--- config.mk ---
export PLATFORM = sky130hd
export DESIGN_NAME = uart_char_tx
export DESIGN_NICKNAME = d
export VERILOG_FILES = /design/src/rtl/uarttx_pkg.sv /design/src/rtl/uarttx_frame.sv /design/src/rtl/uarttx_shift.sv /design/src/rtl/uart_char_tx.sv
export SDC_FILE = /design/constraint.sdc
export NUM_CORES = 1
export LEC_CHECK = 0
export BUFFER_PORTS_ARGS = -buffer_cell sky130_fd_sc_hd__buf_4
export CAP_MARGIN = 15
export CORE_UTILIZATION = 46
export DETAILED_ROUTE_END_ITERATION = 6
export PLACE_DENSITY = 0.72
export SETUP_SLACK_MARGIN = 0.02
export SYNTH_ARGS = -nofsm -noshare
export SYNTH_HDL_FRONTEND = slang
export SYNTH_SLANG_ARGS = --single-unit
export TNS_END_PERCENT = 10
--- constraint.sdc ---
create_clock -name clk -period 1.3 [get_ports clk]
set_input_delay 0.13 -clock clk [delete_from_list [all_inputs] [get_ports clk]]
set_output_delay 0.13 -clock clk [all_outputs]
set_load 0.05 [all_outputs]
--- src/rtl/uarttx_pkg.sv ---
package uarttx_pkg;
  localparam int unsigned DATA_W_DEF = 8;
  localparam int unsigned STOP_W_DEF = 2;
endpackage

--- src/rtl/uarttx_frame.sv ---
module uarttx_frame #(
  parameter int unsigned DATA_W = uarttx_pkg::DATA_W_DEF,
  parameter int unsigned STOP_W = uarttx_pkg::STOP_W_DEF,
  localparam int unsigned FRAME_W = 1 + DATA_W + STOP_W
) (
  input  logic [DATA_W-1:0]  data,
  input  logic               par_en,
  output logic [FRAME_W-1:0] frame
);
  logic top_slot;

  // odd parity: 1 when the lower bits hold an even number of ones
  assign top_slot = par_en ? ~^data[DATA_W-2:0] : data[DATA_W-1];

  assign frame[0] = 1'b0;
  genvar gi;
  generate
    for (gi = 0; gi < DATA_W - 1; gi++) begin : g_data
      assign frame[1+gi] = data[gi];
    end
    for (gi = 0; gi < STOP_W; gi++) begin : g_stop
      assign frame[1+DATA_W+gi] = 1'b1;
    end
  endgenerate
  assign frame[DATA_W] = top_slot;
endmodule

--- src/rtl/uarttx_shift.sv ---
module uarttx_shift #(
  parameter int unsigned FRAME_W = 11,
  localparam int unsigned CNT_W = $clog2(FRAME_W + 1)
) (
  input  logic               clk,
  input  logic               rst_n,
  input  logic               load,
  input  logic [FRAME_W-1:0] frame_in,
  input  logic               tick,
  output logic               line,
  output logic               busy,
  output logic               done
);
  logic [FRAME_W-1:0] sreg;
  logic [CNT_W-1:0]   cnt;

  always_ff @(posedge clk or negedge rst_n) begin
    if (!rst_n) begin
      sreg <= '1;
      cnt  <= '0;
      busy <= 1'b0;
      line <= 1'b1;
      done <= 1'b0;
    end else begin
      done <= 1'b0;
      if (load) begin
        sreg <= frame_in;
        cnt  <= '0;
        busy <= 1'b1;
      end else if (busy && tick) begin
        if (cnt == CNT_W'(FRAME_W)) begin
          busy <= 1'b0;
          done <= 1'b1;
        end else begin
          line <= sreg[0];
          sreg <= {1'b1, sreg[FRAME_W-1:1]};
          cnt  <= cnt + 1'b1;
        end
      end
    end
  end

  // idle line is high
  a_r1_idle_high: assert property (@(posedge clk) disable iff (!rst_n)
    !busy |-> line);
  // the line only moves after a tick
  a_r6_hold_between_ticks: assert property (@(posedge clk) disable iff (!rst_n)
    !tick |=> $stable(line));
  // completion pulse lasts one cycle
  a_r7_irq_single: assert property (@(posedge clk) disable iff (!rst_n)
    done |=> !done);
  // completion coincides with busy falling
  a_r7_irq_ends_busy: assert property (@(posedge clk) disable iff (!rst_n)
    done |-> (!busy && $past(busy)));
endmodule

--- src/rtl/uart_char_tx.sv ---
module uart_char_tx #(
  parameter int unsigned DATA_W = uarttx_pkg::DATA_W_DEF,
  parameter int unsigned STOP_W = uarttx_pkg::STOP_W_DEF,
  localparam int unsigned FRAME_W = 1 + DATA_W + STOP_W
) (
  input  logic              clk,
  input  logic              rst_n,
  input  logic              bit_tick,
  input  logic              par_en,
  input  logic              in_valid,
  output logic              in_ready,
  input  logic [DATA_W-1:0] in_data,
  output logic              tx_line,
  output logic              busy,
  output logic              irq
);
  logic [FRAME_W-1:0] frame;
  logic               accept;

  assign in_ready = !busy;
  assign accept   = in_valid && in_ready;

  uarttx_frame #(.DATA_W(DATA_W), .STOP_W(STOP_W)) u_frame (
    .data   (in_data),
    .par_en (par_en),
    .frame  (frame)
  );

  uarttx_shift #(.FRAME_W(FRAME_W)) u_shift (
    .clk      (clk),
    .rst_n    (rst_n),
    .load     (accept),
    .frame_in (frame),
    .tick     (bit_tick),
    .line     (tx_line),
    .busy     (busy),
    .done     (irq)
  );

  // acceptance sets busy and leaves the line high until a tick
  a_r2_accept_sets_busy: assert property (@(posedge clk) disable iff (!rst_n)
    accept |=> (busy && tx_line));
  // a write while busy leaves busy asserted
  a_r8_busy_write_ignored: assert property (@(posedge clk) disable iff (!rst_n)
    (busy && in_valid && !bit_tick) |=> busy);
endmodule

==> impl_metrics.csv <==
group,metric,value,unit
outcome,status,"finished, violations left",
outcome,violations,"design-rule violations, negative setup slack",
global_routing,grt_antenna_before_repair,0,
sta,max_freq,0.757,GHz
global_routing,grt_max_degree,17,
global_routing,overflow,0,
clocking,root_buffer,"clkbuf_4",
placement,gp_congestion,0.794,
setup_path,critPathMaxFanout,5,
clocking,cts.sinks,16,
logic_synthesis,avgSynthCellArea,9.36,sq um
placement,dp_hpwl,1150,um
power,p_leak,0.495,nW
setup_path,worstPathRequired,1.52,ns
clocking,clock_latency,0.28,ns
clocking,cts-htree-levels,1,
logic_synthesis,yosys_warnings,0,
global_routing,grt_usage,19.9,%
layout,final_cell_mix,"buf_4, nand2_1, a21oi_1, dfstp_2, nor2_1",
floorplanning,core-area,0.00156,sq mm
setup_path,cp_data_arrival_time,1.54,ns
route,post-route-drc-count,1,
sta,setup_viol,7,
route,drt-initial-drc-count,17,
logic_synthesis,syn_nets,99,
sta,holdWs,0.0901,ns
setup_path,cp-end-kind,"flop",
sta,setup_ws,-0.0213,ns
sta,worstMarginPinSlew,0.222,ns
layout,num_antenna_cells,0,
sta,relSlewSlack,85.1,%
sta,final_max_slew_viol_count,0,
layout,fin_nets,128,
layout,fillCellCount,126,
route,wl_per_cell,13.8,um
placement,dp_slack,-0.0306,ns
route,ant_nets,0,
clocking,clockBufferDepth,2,
logic_synthesis,synthesis.area,796,sq um
setup_path,worst-setup-path-type,"flop to flop",
logic_synthesis,synthCells,85,
clocking,clk_pin_slew,0.10,ns
power,ir_drop,1350,uV
logic_synthesis,ys_types,23,
floorplanning,start_util,51.0,%
floorplanning,rows,14,
route,vias,712,
sta,fin_skew,0.00184,ns
clocking,cts_tree,"yes",
logic_synthesis,synth_seq_area_share,51.9,%
worst_hold_path,holdCritPathClass,"input pin to flop",
layout,final_core_util,70.9,%
route,first_pass_iters,6,
placement,portBuffers,16,
clocking,numCtsBuffers,3,
layout,area_delta_synth_final,38.8,%
route,viasPerCell,5.52,
layout,drive_gt1_share,46.0,%
route,totalWireLength,1780,um
power,powerDensity,1860,mW/mm^2
sta,finalCritPeriodShare,102,%
layout,mostFrequentLayoutCell,"buf_4",
sta,finalCriticalPeriod,1.32,ns
global_routing,first_global_vias,678,
global_routing,grt_pass1_wl,2730,um
floorplanning,io_pins,17,
floorplanning,die_x,43.6,um
sta,hold_viol,0,
sta,rsz0062_at_grt,"true",
setup_path,start_kind,"flop",
logic_synthesis,synth_seq_cells,16,
run,maxCapViolCount,0,
floorplanning,die_h,43.6,um
floorplanning,dieArea,0.00190,sq mm
[power breakdown]
group,switching (mW),internal [mW]
clock,0.159,0.170
sequential,0.141,0.781
combinational,0.413,0.390
[layer usage]
metal	global-route usage [%]	up-vias	wire [um]
met5	0	-	0
li1	-	347	-
met4	11.3	0	9
met3	2.50	2	58
met2	33.1	15	898
met1	25.0	348	817
[stage by stage]
step	total power [mW]	cell area, sq um	instances	TNS, ns
4_1_cts	1.97	1050	129	0
3_5_place_dp	1.56	953	119	-0.132
5_1_grt	2.19	1100	129	-0.887
6_report	2.05	1100	129	-0.0989
3_3_place_gp	1.54	953	119	0
2_1_floorplan	1.34	797	85	-0.00128
[final timing paths]
path / startpoint / to / slack (ns) / cells after the start
worst max-delay path: u_shift.cnt[1] / u_shift.sreg[2] / -0.02 / 5
worst min-delay path: in_data[0] / u_shift.sreg[1] / 0.09 / 3
worst max register to register: u_shift.cnt[1] / u_shift.sreg[2] / -0.02 / 5
worst min register to register: u_shift.sreg[0] / u_shift.line / 0.46 / 2
max in group asynchronous: rst_n / u_shift.line / 0.81 / 2
min in group asynchronous: rst_n / u_shift.done / 0.24 / 2
[area by class of cell]
class	instances	area [sq um]	share of cell area, %
repair buffers	27	219	19.8
well taps	16	20.0	1.81
flip-flops and latches	16	414	37.5
clock buffers	4	36.3	3.28
multi-input cells	64	408	36.9
inverters	2	7.51	0.680
[sequential cells by signal, indices dropped and copies added (netlist names)]
signal / cells
u_shift.sreg: 9
u_shift.cnt: 4
u_shift.line: 1
u_shift.busy: 1
u_shift.done: 1
[cells in the mapped netlist]
cell	n	area share, %
a21oi_1	11	6.9
a22oi_1	2	1.9
a31oi_1	1	0.79
and3_4	1	1.4
buf_2	2	1.3
buf_4	1	0.94
buf_6	1	1.4
dfrtp_1	6	19
dfstp_2	10	33
ha_1	1	1.6
inv_1	2	0.94
nand2_1	14	6.6
nand2b_1	1	0.79
nand3_1	8	5.0
nand3b_1	1	0.94
nand4b_1	1	1.1
nor2_1	8	3.8
nor2b_1	1	0.79
o21ai_0	4	2.5
o31ai_1	1	0.94
or3_1	1	0.79
xnor2_1	5	5.5
xor2_1	2	2.2
[worst max-delay path, stage by stage (launching register included)]
cell      delay, ns
dfrtp_1        0.37
ha_2           0.18
nand3b_1       0.18
and3_4         0.28
a21oi_1        0.17
a21oi_1        0.08
[kinds of logic after synthesis]
kind of cell	after synthesis	synth area share [%]
buf+inv	6	4.56
xor+xnor	7	7.70
compound gates	19	13.1
fa+ha+maj	1	1.57
simple gates	36	21.2
flops	16	51.9
[repair_timing]
item | CTS | global route
endpoints found under the hold margin | 17 | 0
cloned | 1 | 0
pin swaps | 3 | 11
setup endpoints to repair | 11 | 13
hold buffers | 2 | 0
buffers inserted | 3 | 0
resized for setup | 3 | 13
(Power assumes the default switching activity.)
